$ cat config.mk
export PLATFORM = sky130hd
export DESIGN_NAME = etb_rate_gen
export DESIGN_NICKNAME = d
export VERILOG_FILES = /design/src/rtl/etb_pkg.sv /design/src/rtl/etb_stamp_ctr.sv /design/src/rtl/etb_master_div.sv /design/src/rtl/etb_rate_pick.sv /design/src/rtl/etb_rate_gen.sv
export SDC_FILE = /design/constraint.sdc
export NUM_CORES = 1
export LEC_CHECK = 0
export BUFFER_PORTS_ARGS = -buffer_cell sky130_fd_sc_hd__buf_2
export CAP_MARGIN = 20
export CORE_AREA = 2 2 73 75
export CTS_CLUSTER_DIAMETER = 100
export DETAILED_ROUTE_END_ITERATION = 7
export DIE_AREA = 0 0 75 77
export PLACE_DENSITY_LB_ADDON = 0.05
export SYNTH_ARGS = -nofsm -noshare
export SYNTH_HDL_FRONTEND = slang
export SYNTH_SLANG_ARGS = --single-unit
$ cat constraint.sdc
create_clock -name clk -period 1.9 [get_ports clk]
set_input_delay 0.475 -clock clk [delete_from_list [all_inputs] [get_ports clk]]
set_output_delay 0.475 -clock clk [all_outputs]
set_load 0.05 [all_outputs]
$ cat src/rtl/etb_pkg.sv
package etb_pkg;
  parameter int RATE_SEL_W = 3;
  localparam int NUM_CODES = 2 ** RATE_SEL_W;
  localparam int NUM_MASTER_TAPS = NUM_CODES - 1;
  localparam logic [RATE_SEL_W-1:0] CODE_REF_TAP = RATE_SEL_W'(NUM_CODES - 1);
endpackage

$ cat src/rtl/etb_stamp_ctr.sv
module etb_stamp_ctr #(
  parameter int TS_W = 24,
  parameter int WORD_W = 6,
  parameter int REF_LOG2 = 5
) (
  input  logic                            clk,
  input  logic                            rst,
  input  logic                            ref_tick,
  input  logic                            seq_start,
  input  logic                            snap,
  output logic [TS_W-1:0]                 count,
  output logic                            ref_tap,
  output logic [TS_W/WORD_W-1:0][WORD_W-1:0] words
);
  localparam int NW = TS_W / WORD_W;

  logic [TS_W-1:0] hold;

  always_ff @(posedge clk) begin
    if (rst) begin
      count <= '0;
      hold  <= '0;
    end else begin
      if (seq_start)
        count <= '0;
      else if (ref_tick)
        count <= count + 1'b1;
      if (snap)
        hold <= count;
    end
  end

  // divide-by-2^REF_LOG2 tap of the reference chain
  assign ref_tap = ref_tick && !seq_start && (&count[REF_LOG2-1:0]);

  for (genvar k = 0; k < NW; k++) begin : g_word
    assign words[k] = hold[k*WORD_W +: WORD_W];
  end
endmodule

$ cat src/rtl/etb_master_div.sv
module etb_master_div #(
  parameter int NTAP = 7
) (
  input  logic            clk,
  input  logic            rst,
  input  logic            master_tick,
  input  logic            seq_start,
  output logic [NTAP-1:0] taps
);
  localparam int DW = (NTAP > 1) ? NTAP - 1 : 1;

  logic [DW-1:0] div;

  always_ff @(posedge clk) begin
    if (rst || seq_start)
      div <= '0;
    else if (master_tick)
      div <= div + 1'b1;
  end

  for (genvar n = 0; n < NTAP; n++) begin : g_tap
    if (n == 0) begin : g_full
      assign taps[n] = master_tick && !seq_start;
    end else begin : g_div
      assign taps[n] = master_tick && !seq_start && (&div[n-1:0]);
    end
  end
endmodule

$ cat src/rtl/etb_rate_pick.sv
module etb_rate_pick
  import etb_pkg::*;
(
  input  logic                       clk,
  input  logic                       rst,
  input  logic                       seq_start,
  input  logic [RATE_SEL_W-1:0]      rate_sel,
  input  logic [NUM_MASTER_TAPS-1:0] master_taps,
  input  logic                       ref_tap,
  output logic [RATE_SEL_W-1:0]      act_sel,
  output logic                       enc_clk_en
);
  logic [NUM_CODES-1:0] all_taps;
  logic                 hit;

  assign all_taps = {ref_tap, master_taps};
  assign hit      = all_taps[act_sel];

  always_ff @(posedge clk) begin
    if (rst) begin
      act_sel    <= '0;
      enc_clk_en <= 1'b0;
    end else if (seq_start) begin
      act_sel    <= rate_sel;
      enc_clk_en <= 1'b0;
    end else begin
      enc_clk_en <= hit;
      if (hit)
        act_sel <= rate_sel;
    end
  end
endmodule

$ cat src/rtl/etb_rate_gen.sv
module etb_rate_gen
  import etb_pkg::*;
#(
  parameter int TS_W = 24,
  parameter int WORD_W = 6,
  parameter int REF_LOG2 = 5
) (
  input  logic                               clk,
  input  logic                               rst,
  input  logic                               ref_tick,
  input  logic                               master_tick,
  input  logic                               seq_start,
  input  logic [RATE_SEL_W-1:0]              rate_sel,
  input  logic                               snap,
  output logic                               enc_clk_en,
  output logic [TS_W/WORD_W-1:0][WORD_W-1:0] stamp_words
);
  logic [TS_W-1:0]            ts_count;
  logic                       ref_tap;
  logic [NUM_MASTER_TAPS-1:0] master_taps;
  logic [RATE_SEL_W-1:0]      act_sel;

  etb_stamp_ctr #(.TS_W(TS_W), .WORD_W(WORD_W), .REF_LOG2(REF_LOG2)) u_stamp (
    .clk(clk), .rst(rst), .ref_tick(ref_tick), .seq_start(seq_start),
    .snap(snap), .count(ts_count), .ref_tap(ref_tap), .words(stamp_words)
  );

  etb_master_div #(.NTAP(NUM_MASTER_TAPS)) u_div (
    .clk(clk), .rst(rst), .master_tick(master_tick), .seq_start(seq_start),
    .taps(master_taps)
  );

  etb_rate_pick u_pick (
    .clk(clk), .rst(rst), .seq_start(seq_start), .rate_sel(rate_sel),
    .master_taps(master_taps), .ref_tap(ref_tap), .act_sel(act_sel),
    .enc_clk_en(enc_clk_en)
  );
endmodule

==> impl_metrics.csv, run 1 <==
group,metric,value,unit
sta,relSlewSlack,74.62,%
place,gp_congestion,0.7767,
worst_hold_path,min_path_type,"input port to flip-flop",
clocking,cts_made_buffers,9,
sta,finalHoldViolCount,0,
logic_synthesis,yosysUniqueCellTypes,40,
status,outcome,"finished, final reports clean",
detailed_routing,dr.pass1.iters,4,
finish,n_antenna_cell,0,
logic_synthesis,synthesis.nets,278,
die,dieArea,0.005775,mm2
detailed_routing,viasPerCell,4.944,
clocking,post_cts_buffers,0,
die,fp.dieH,77,um
worst_hold_path,hold_path_startpoint,"rate_sel[0]",
clocking,cts_tree,"done",
logic_synthesis,ys_ff_latch,58,
worst_setup_path,crit_arrival,2.00,ns
place,portBuffers,33,
global_route,grt_start_max_net_pins,31,
logic_synthesis,synthCells,264,
detailed_routing,drtIter0Drc,57,
logic_synthesis,synthTopCellsByArea,"dfxtp_1, mux2i_1, nor2_1, xnor2_1, ha_1",
finish,fillers,463,
detailed_routing,drt-wirelength-per-cell,12.33,um
logic_synthesis,netlist_area,0.002477,mm2
logic_synthesis,synth_edf_count,0,
sta,fmax,572.9,MHz
finish,drive_gt1_share,20.07,%
die,start_util,49.77,%
worst_setup_path,crit_fanout,4,
finish,nNetsFinal,313,
worst_setup_path,critical_path_class,"flip-flop to flip-flop",
logic_synthesis,ys.flop_type,"dfxtp_1",
worst_setup_path,cp-end-kind,"flip-flop",
logic_synthesis,netlist.area_leader.share,46.87,%
global_route,grt.total_usage,18.16,%
detailed_routing,final_antenna_net_count,0,
power,peakVddDrop,0.0005175,V
place,hpwl,3037,um
global_route,grt_pass1_vias,1771,
logic_synthesis,syn_area_per_cell,9.384,um2
sta,hold_slack,0.4055,ns
die,core_area,0.004977,mm2
detailed_routing,vias,1849,
sta,post-route-min-period,1.745,ns
worst_setup_path,r2r-start,"u_div.div[0]$_SDFFE_PP0P_",
sta,tightest_slew,0.3784,ns
finish,area_growth_syn_to_layout,16.92,%
worst_setup_path,setup.worst_path.start,"u_div.div[0]$_SDFFE_PP0P_",
worst_setup_path,crit_required,2.16,ns
sta,rsz0062_at_grt,"no",
detailed_routing,drt-total-wl,4611,um
global_route,grt_pass1_wl,8107,um
clocking,cts.repair.resized,0,
clocking,clkSinkCount,58,
clocking,cts.clk_slew.worst_paths,0.06,ns
logic_synthesis,ys_warn_count,0,
worst_setup_path,startpoint_type,"flip-flop",
sta,fin_tns_setup,0,ns
power,leakage,1.211,nW
clocking,ctsHoldBuffers,0,
clocking,ctsRootBufferMaster,"clkbuf_8",
sta,period_share,91.86,%
clocking,htree_levels,3,
sta,drv_slew,0,
global_route,antenna_found_initial,0,
clocking,clk_path_buf_depth,2,
die,num_rows,26,
clocking,insertion_delay,0.34,ns
flow_run,max_cap_violations,0,
sta,finClkSkew,0.01027,ns
sta,setup_viol,0,
die,num_io_pins,34,
die,die_w,75,um
power,p_per_area,803.4,mW/mm2
logic_synthesis,seq_area_frac_synth,46.87,%
logic_synthesis,async_flop_share,0,%
logic_synthesis,synth.largest_area_cell,"dfxtp_1",
global_route,grt_overflow,0,
detailed_routing,drc,0,
layout make-up:
class                           count  area (um2)  area share, %
Clock buffer                       13       148.9          5.140
Tap cell                           70       87.58          3.024
Timing Repair Buffer               38       215.2          7.430
Sequential cell                    58        1162          40.13
Clock inverter                      3       15.01         0.5184
Inverter                            5       18.77         0.6479
Multi-Input combinational cell    187        1249          43.11
per-layer routing:
layer	vias up	track usage (%)	share of wire [%]
li1	965	-	-
met1	843	24.81	51
met2	31	26.05	43
met3	10	3.548	3.0
met4	0	10.71	2.7
met5	-	0	0
cell usage after synthesis (2+ instances only):
| cell | count |
|---|---|
| nor3_1 | 9 |
| nand3_1 | 8 |
| clkbuf_1 | 5 |
| xor2_1 | 5 |
| buf_1 | 3 |
| and4_1 | 3 |
| nor2_1 | 54 |
| a21oi_1 | 7 |
| nand4_1 | 3 |
| nor2b_1 | 2 |
| xnor2_1 | 15 |
| nand2_1 | 9 |
| o21ai_0 | 6 |
| buf_2 | 4 |
| mux2i_1 | 30 |
| inv_1 | 5 |
| and3_1 | 4 |
| nand2b_1 | 5 |
| or3_1 | 5 |
| dfxtp_1 | 58 |
| ha_1 | 5 |
critical path, stage by stage, from the launching register on:
cell and delay, ns:
dfxtp_2 0.34, ha_1 0.23, and3_1 0.20, ha_1 0.18, nand2b_1 0.07, nand3_1 0.11
nor4b_4 0.17, nor3_2 0.17, mux2i_1 0.20
registers in the layout, indices dropped and copies added (netlist names):
name / count
u_div.div: 6
u_pick.act_sel: 3
u_pick.enc_clk_en: 1
u_stamp.count: 24
u_stamp.words: 24
where the power goes:
group          switching, W  leakage, nW  total (W)  internal, W
Sequential        0.0000103        0.469    0.00124      0.00123
Clock              0.000456       0.0872   0.000959     0.000503
Combinational     0.0000761        0.655   0.000130    0.0000542
path summary, 6_finish.rpt:
path	to	slack [ns]	cells after the start
hold reg to reg	u_stamp.words[18]$_SDFFE_PP0P_	0.49	2
setup reg to reg	u_pick.act_sel[1]$_SDFFE_PP0P_	0.15	8
hold / removal	u_pick.act_sel[0]$_SDFFE_PP0P_	0.41	3
setup / recovery	u_pick.act_sel[1]$_SDFFE_PP0P_	0.15	8
per-stage QoR:
stage	area, um2	worst slack, ns	std cells	total power [W]	utilization, %
final	2897	0.1546	374	0.002327	58.20
after global routing	2897	0.02545	374	0.002429	58.20
after CTS	2882	0.007161	374	0.002352	57.89
after detailed placement	2718	0.04188	358	0.001390	54.60
after global placement	2718	0.1184	358	0.001390	54.60
after floorplan	2477	0.1052	264	0.001357	-
logic make-up (layout without fill, tap and decap cells):
logic type / Yosys count / after routing / synth area share [%]
fa+ha+maj: 5 / 5 / 2.525
mux: 30 / 30 / 12.12
simple gates: 112 / 112 / 23.33
flops: 58 / 58 / 46.87
compound gates: 20 / 20 / 4.799
buf+inv: 19 / 59 / 3.283
xor+xnor: 20 / 20 / 7.071
cells in the final DEF, fill, tap and decap left out, drive strengths merged, types with 2 or more instances in the layout:
cell type,netlist,layout
clkbuf,6,13
nor3b,2,2
nand2,10,10
and3,5,5
a21oi,7,7
xor2,5,5
clkinv,0,3
nand4,4,4
mux2i,30,30
nand3,9,9
dfxtp,58,58
nor2,54,54
o21ai,6,6
nor3,10,10
xnor2,15,15
nand2b,5,5
nor2b,2,2
and4,3,3
inv,5,5
ha,5,5
buf,8,38
or3,5,5
(Power assumes the default switching activity.)
==> run 2, diff against run 1 <==
- CELL_PAD_IN_SITES_DETAIL_PLACEMENT: unset -> 1
- CELL_PAD_IN_SITES_GLOBAL_PLACEMENT: unset -> 2
- CORE_AREA: 2 2 73 75 -> 2 2 94 96
- DIE_AREA: 0 0 75 77 -> 0 0 96 98
- SYNTH_HIERARCHICAL: unset -> 1
==> impl_metrics.csv, run 2 <==
group,metric,value,unit
logic_synthesis,netlist_area,0.002644,mm2
logic_synthesis,yosys-mux-area-fraction,13.25,%
sta,relSlewSlack,75.94,%
logic_synthesis,synthesis.nets,283,
worst_setup_path,crit_arrival,2.10,ns
worst_setup_path,crit_fanout,3,
logic_synthesis,netlist.area_leader.share,43.92,%
worst_setup_path,cpMaxStageDelayCell,"dfxtp_2",
clocking,htree_levels,3,
worst_setup_path,cp-end-kind,"flip-flop",
sta,setup_ws,0.06033,ns
sta,post-route-min-period,1.840,ns
finish,nNetsFinal,330,
sta,drv_slew,0,
flow_run,max_cap_violations,0,
power,peakVddDrop,0.0002979,V
worst_setup_path,critical_path_class,"flip-flop to flip-flop",
detailed_routing,drt-wirelength-per-cell,14.26,um
detailed_routing,vias,2079,
logic_synthesis,yosysUniqueCellTypes,37,
global_route,grt.total_usage,13.92,%
logic_synthesis,synth_simple_gate_area_share,25.41,%
logic_synthesis,yosysMostFrequentCell,"dfxtp_1",
logic_synthesis,synth_top_family_by_area,"simple AND/OR/NAND/NOR gates",
worst_setup_path,cp.depth,8,
worst_setup_path,startpoint_type,"flip-flop",
worst_hold_path,min_path_type,"input port to flip-flop",
sta,setup_viol,0,
place,dp_slack,-0.03039,ns
global_route,grt_pass1_wl,10050,um
detailed_routing,dr.pass1.iters,3,
global_route,grt_pass1_vias,2005,
logic_synthesis,synth.largest_area_cell,"dfxtp_1",
die,die_w,96,um
logic_synthesis,synthAdderAreaFrac,2.366,%
clocking,cts_tree,"done",
logic_synthesis,syn_area_per_cell,9.828,um2
logic_synthesis,synthTopCellsByCount,"dfxtp_1, nor2_1, mux2i_1",
finish,final_cell_mix,"dfxtp_1, nor2_1, mux2i_1, buf_2, buf_4",
die,num_rows,34,
worst_setup_path,max_stage_delay,0.34,ns
worst_setup_path,cp_cell_sequence,"ha_4 > and3_4 > and2_4 > and3_4 > mux2i_1 > nand3b_1 > a41oi_2 > mux2i_1",
place,portBuffers,33,
sta,fmax,543.6,MHz
place,place_area,0.002969,mm2
die,num_io_pins,34,
place,gp_congestion,0.7099,
sta,period_share,96.82,%
worst_setup_path,regToRegSetupSlack,0.06,ns
logic_synthesis,yosys.area_share.xor_xnor,3.644,%
die,fp.dieH,98,um
detailed_routing,drtIter0Drc,21,
finish,n_antenna_cell,0,
power,leakage,1.334,nW
logic_synthesis,async_flop_share,0,%
logic_synthesis,synth_compound_area_share,7.052,%
worst_setup_path,reg2reg_depth,8,
detailed_routing,drt-total-wl,6103,um
finish,area_growth_syn_to_layout,21.30,%
logic_synthesis,ys_warn_count,6,
global_route,antenna_found_initial,0,
clocking,ctsRootBufferMaster,"clkbuf_8",
die,start_util,31.23,%
worst_setup_path,cp.buffers_inverters,0,
detailed_routing,viasPerCell,4.857,
status,outcome,"finished, final reports clean",
logic_synthesis,seq_area_frac_synth,43.92,%
worst_setup_path,critPathTopFamily,"simple AND/OR/NAND/NOR gates",
sta,finClkSkew,0.009665,ns
finish,final_area,0.003207,mm2
logic_synthesis,ys_ff_latch,58,
place,hpwl,4303,um
logic_synthesis,synthCells,269,
worst_hold_path,hold_path_depth,3,
logic_synthesis,synthTopCellsByArea,"dfxtp_1, mux2i_1, nor2_1, xor2_1, or4_1",
finish,instances_no_fill,428,
clocking,cts.clk_slew.worst_paths,0.06,ns
worst_setup_path,crit_required,2.16,ns
clocking,clkSinkCount,58,
detailed_routing,final_antenna_net_count,0,
clocking,cts_made_buffers,9,
logic_synthesis,ys.flop_type,"dfxtp_1",
finish,fillers,988,
detailed_routing,drc,0,
sta,finalHoldViolCount,0,
logic_synthesis,synth_edf_count,0,
power,p_per_area,776.1,mW/mm2
sta,tightest_slew,0.3609,ns
place,place_inst,411,
global_route,grt_start_max_net_pins,25,
global_route,grt_overflow,0,
die,core_area,0.008466,mm2
sta,rsz0062_at_grt,"yes",
die,dieArea,0.009408,mm2
clocking,ctsHoldBuffers,0,
finish,final_common_cell,"dfxtp_1",
finish,drive_gt1_share,27.50,%
clocking,clk_path_buf_depth,2,
clocking,insertion_delay,0.33,ns
==> run 2: metrics by stage <==
| stage | util (%) | power [W] | hold WS, ns | TNS (ns) |
|---|---|---|---|---|
| 3_3_place_gp | 35.07 | 0.001416 | 0.4676 | 0 |
| 5_1_grt | 37.88 | 0.002610 | 0.4200 | -0.1093 |
| 2_1_floorplan | - | 0.001366 | 0.4494 | 0 |
| 4_1_cts | 37.41 | 0.002538 | 0.3946 | 0 |
| 6_report | 37.88 | 0.002489 | 0.4060 | 0 |
| 3_5_place_dp | 35.07 | 0.001418 | 0.4806 | -0.06435 |
==> run 2: worst reg2reg max path, stage by stage, from the launching register on <==
cell and delay (ns):
dfxtp_2 0.34, ha_4 0.16, and3_4 0.18, and2_4 0.13
and3_4 0.16, mux2i_1 0.13, nand3b_1 0.15, a41oi_2 0.31
mux2i_1 0.21
==> run 2: power by group <==
| part | switching [W] | total, W | internal (W) |
|---|---|---|---|
| Sequential | 0.0000129 | 0.00124 | 0.00123 |
| Combinational | 0.0000845 | 0.000151 | 0.0000667 |
| Clock | 0.000487 | 0.00110 | 0.000610 |
==> run 2: timing repair <==
action,4_1_cts,5_1_grt
gates resized for setup,0,10
endpoints found under the setup margin,3,3
endpoints found under the hold margin,0,0
pin swaps,2,1
buffers inserted,1,1
==> run 2: cell families after synthesis <==
family | Yosys count
XOR/XNOR | 11
multiplexers | 35
AO/OA/AOI/OAI | 30
flip-flops | 58
adder cells (fa/ha/maj) | 5
buffers and inverters | 17
AND/OR/NAND/NOR | 113
==> run 2: layout make-up <==
class | instances | area [um2] | share of cell area [%]
clock inverter | 1 | 7.507 | 0.2341
timing repair buffer | 51 | 312.8 | 9.754
clock buffer | 14 | 182.7 | 5.696
tap | 108 | 135.1 | 4.214
multi-input combinational | 194 | 1395 | 43.50
sequential | 58 | 1166 | 36.36
inverter | 2 | 7.507 | 0.2341
==> run 2: metal layers <==
metal / vias up / share of wire (%) / track usage, %
li1: 1047 / - / -
met1: 1001 / 47 / 17.77
met2: 22 / 49 / 21.96
met3: 9 / 2.2 / 3.164
met4: 0 / 1.8 / 6.593
met5: - / 0 / 0
==> run 2: path summary, 6_finish.rpt <==
| path | start | endpoint |
|---|---|---|
| setup / recovery | u_div/div[0]$_SDFFE_PP0P_ | u_pick/act_sel[0]$_SDFFE_PP0P_ |
| hold / removal | rate_sel[0] | u_pick/act_sel[0]$_SDFFE_PP0P_ |
| setup reg to reg | u_div/div[0]$_SDFFE_PP0P_ | u_pick/act_sel[0]$_SDFFE_PP0P_ |
| hold reg to reg | u_stamp/words[13]$_SDFFE_PP0P_ | u_stamp/words[13]$_SDFFE_PP0P_ |
==> run 3, diff against run 2 <==
- PLACE_DENSITY: unset -> 0.77
- PLACE_DENSITY_LB_ADDON: 0.05 -> unset
==> impl_metrics.csv, run 3 (same netlist as run 2, synthesis figures left out) <==
group,metric,value,unit
power,p_int,0.001954,W
detailed_routing,drt-wirelength-per-cell,14.23,um
clocking,ctsHoldBuffers,0,
finish,area_growth_syn_to_layout,21.34,%
clocking,clkSinkCount,58,
worst_hold_path,hold_path_startpoint,"rate_sel[1]",
sta,rsz0062_at_grt,"yes",
status,outcome,"finished, final reports clean",
die,fp.dieH,98,um
worst_setup_path,cp_cell_sequence,"ha_4 > and3_4 > and2_4 > and3_4 > mux2i_1 > nand3b_1 > a41oi_2 > mux2i_1",
place,dp_slack,-0.08153,ns
global_route,grt_pass1_wl,10410,um
detailed_routing,drc,0,
power,clkPwrFrac,44.9,%
sta,finalHoldViolCount,0,
worst_setup_path,regToRegSetupSlack,0.03,ns
worst_setup_path,r2r-start,"u_div/div[1]$_SDFFE_PP0P_",
detailed_routing,viasPerCell,4.932,
die,num_rows,34,
sta,period_share,98.26,%
die,start_util,31.23,%
place,portBuffers,33,
worst_setup_path,r2r-end,"u_pick/act_sel[0]$_SDFFE_PP0P_",
die,core_area,0.008466,mm2
finish,nNetsFinal,330,
global_route,grt.total_usage,14.51,%
worst_setup_path,startpoint_type,"flip-flop",
finish,final_cell_mix,"dfxtp_1, nor2_1, mux2i_1, buf_2, buf_4",
finish,drive_gt1_share,27.59,%
sta,setup_ws,0.03302,ns
clocking,ctsRootBufferMaster,"clkbuf_8",
worst_setup_path,critical_path_class,"flip-flop to flip-flop",
sta,drv_slew,0,
detailed_routing,vias,2106,
finish,utilization,37.90,%
clocking,insertion_delay,0.34,ns
power,p_per_area,788.0,mW/mm2
worst_hold_path,min_path_type,"input port to flip-flop",
flow_run,max_cap_violations,0,
worst_setup_path,crit_arrival,2.12,ns
worst_hold_path,hold_path_depth,3,
die,dieArea,0.009408,mm2
global_route,grt_start_max_net_pins,34,
place,hpwl,4284,um
clocking,htree_levels,3,
worst_setup_path,cp-end-kind,"flip-flop",
sta,fmax,535.6,MHz
worst_setup_path,crit_fanout,3,
detailed_routing,drtIter0Drc,51,
power,sw_frac_of_total,22.70,%
worst_setup_path,reg2reg_depth,8,
power,pwr-share-seq,49.1,%
detailed_routing,dr.pass1.iters,4,
sta,relSlewSlack,76.94,%
global_route,grt_overflow,0,
detailed_routing,final_antenna_net_count,0,
sta,setup_viol,0,
power,leakage,1.338,nW
clocking,cts.clk_slew.worst_paths,0.06,ns
die,die_w,96,um
worst_setup_path,cp.buffers_inverters,0,
global_route,grt_pass1_vias,2180,
clocking,cts_made_buffers,9,
sta,tightest_slew,0.3459,ns
place,gp_congestion,0.6976,
worst_setup_path,max_stage_delay,0.34,ns
power,p_comb_share,6.0,%
global_route,antenna_found_initial,0,
sta,post-route-min-period,1.867,ns
detailed_routing,drt-total-wl,6077,um
power,totalPowerFinal,0.002528,W
worst_setup_path,cpMaxStageDelayCell,"dfxtp_2",
finish,fillers,968,
die,num_io_pins,34,
finish,n_antenna_cell,0,
power,peakVddDrop,0.0003998,V
clocking,clk_path_buf_depth,2,
finish,final_common_cell,"dfxtp_1",
worst_hold_path,holdPathEnd,"u_pick/act_sel[1]$_SDFFE_PP0P_",
worst_setup_path,critPathTopFamily,"simple AND/OR/NAND/NOR gates",
clocking,cts_tree,"done",
power,switching_power,0.0005739,W
worst_setup_path,crit_required,2.15,ns
sta,finClkSkew,0.007638,ns
## run 3: what timing repair did
action,in CTS,in global routing
setup endpoints to repair,3,5
buffers inserted,2,2
pin swaps,2,4
gates resized for setup,3,7
gates cloned,0,0
## run 3: worst max-delay path by stage
stage                     slack [ns]                           from                              to  cells past startpoint
final                           0.03      u_div/div[1]$_SDFFE_PP0P_  u_pick/act_sel[0]$_SDFFE_PP0P_                      8
after global routing           -0.06      u_div/div[1]$_SDFFE_PP0P_  u_pick/act_sel[0]$_SDFFE_PP0P_                      8
after CTS                      0.008  u_stamp/count[0]$_SDFFE_PP0P_  u_pick/act_sel[0]$_SDFFE_PP0P_                      9
after detailed placement       -0.08                    master_tick  u_pick/act_sel[0]$_SDFFE_PP0P_                      8
after global placement          0.04                    master_tick  u_pick/act_sel[1]$_SDFFE_PP0P_                      8
after floorplan                 0.09      u_div/div[0]$_SDFFE_PP0P_  u_pick/act_sel[0]$_SDFFE_PP0P_                      8
## run 3: layout make-up
type | instances | area, um2 | share of cell area (%)
timing repair buffer | 51 | 312.8 | 9.750
sequential | 58 | 1165 | 36.31
clock buffer | 11 | 151.4 | 4.719
multi-input combinational | 194 | 1396 | 43.53
tap | 108 | 135.1 | 4.212
clock inverter | 3 | 40.04 | 1.248
inverter | 2 | 7.507 | 0.2340
## run 3: worst register-to-register path: cells and delay by family, from the launching register on
kind / cells / cell delay [ns]
compound gates: 1 / 0.30
mux: 2 / 0.40
flops: 1 / 0.34
simple gates: 4 / 0.58
fa+ha+maj: 1 / 0.16
## run 3: metal layers
layer / share of wire, % / track usage [%] / up-vias
li1: - / - / 1037
met1: 45 / 17.34 / 1028
met2: 49 / 23.13 / 28
met3: 3.5 / 4.707 / 13
met4: 2.6 / 7.143 / 0
met5: 0 / 0 / -
## run 3: power by group through the flow
| stage | Sequential (W) | Combinational (W) | Clock, W |
|---|---|---|---|
| 6_report | 0.00124 | 0.000152 | 0.00114 |
| 3_3_place_gp | 0.00127 | 0.000143 | 0 |
| 3_5_place_dp | 0.00127 | 0.000146 | 0 |
| 2_1_floorplan | 0.00127 | 0.0000929 | 0 |
| 4_1_cts | 0.00124 | 0.000151 | 0.00118 |
| 5_1_grt | 0.00124 | 0.000166 | 0.00124 |
## run 3: stage by stage
stage	setup TNS, ns	cells	hold slack (ns)	instance area [um2]
floorplan	0	269	0.4494	2644
global placement	0	409	0.4666	2954
detailed placement	-0.09899	409	0.4811	2954
CTS	0	425	0.3728	3169
global route	-0.08121	427	0.3851	3208
finish	0	427	0.3903	3208
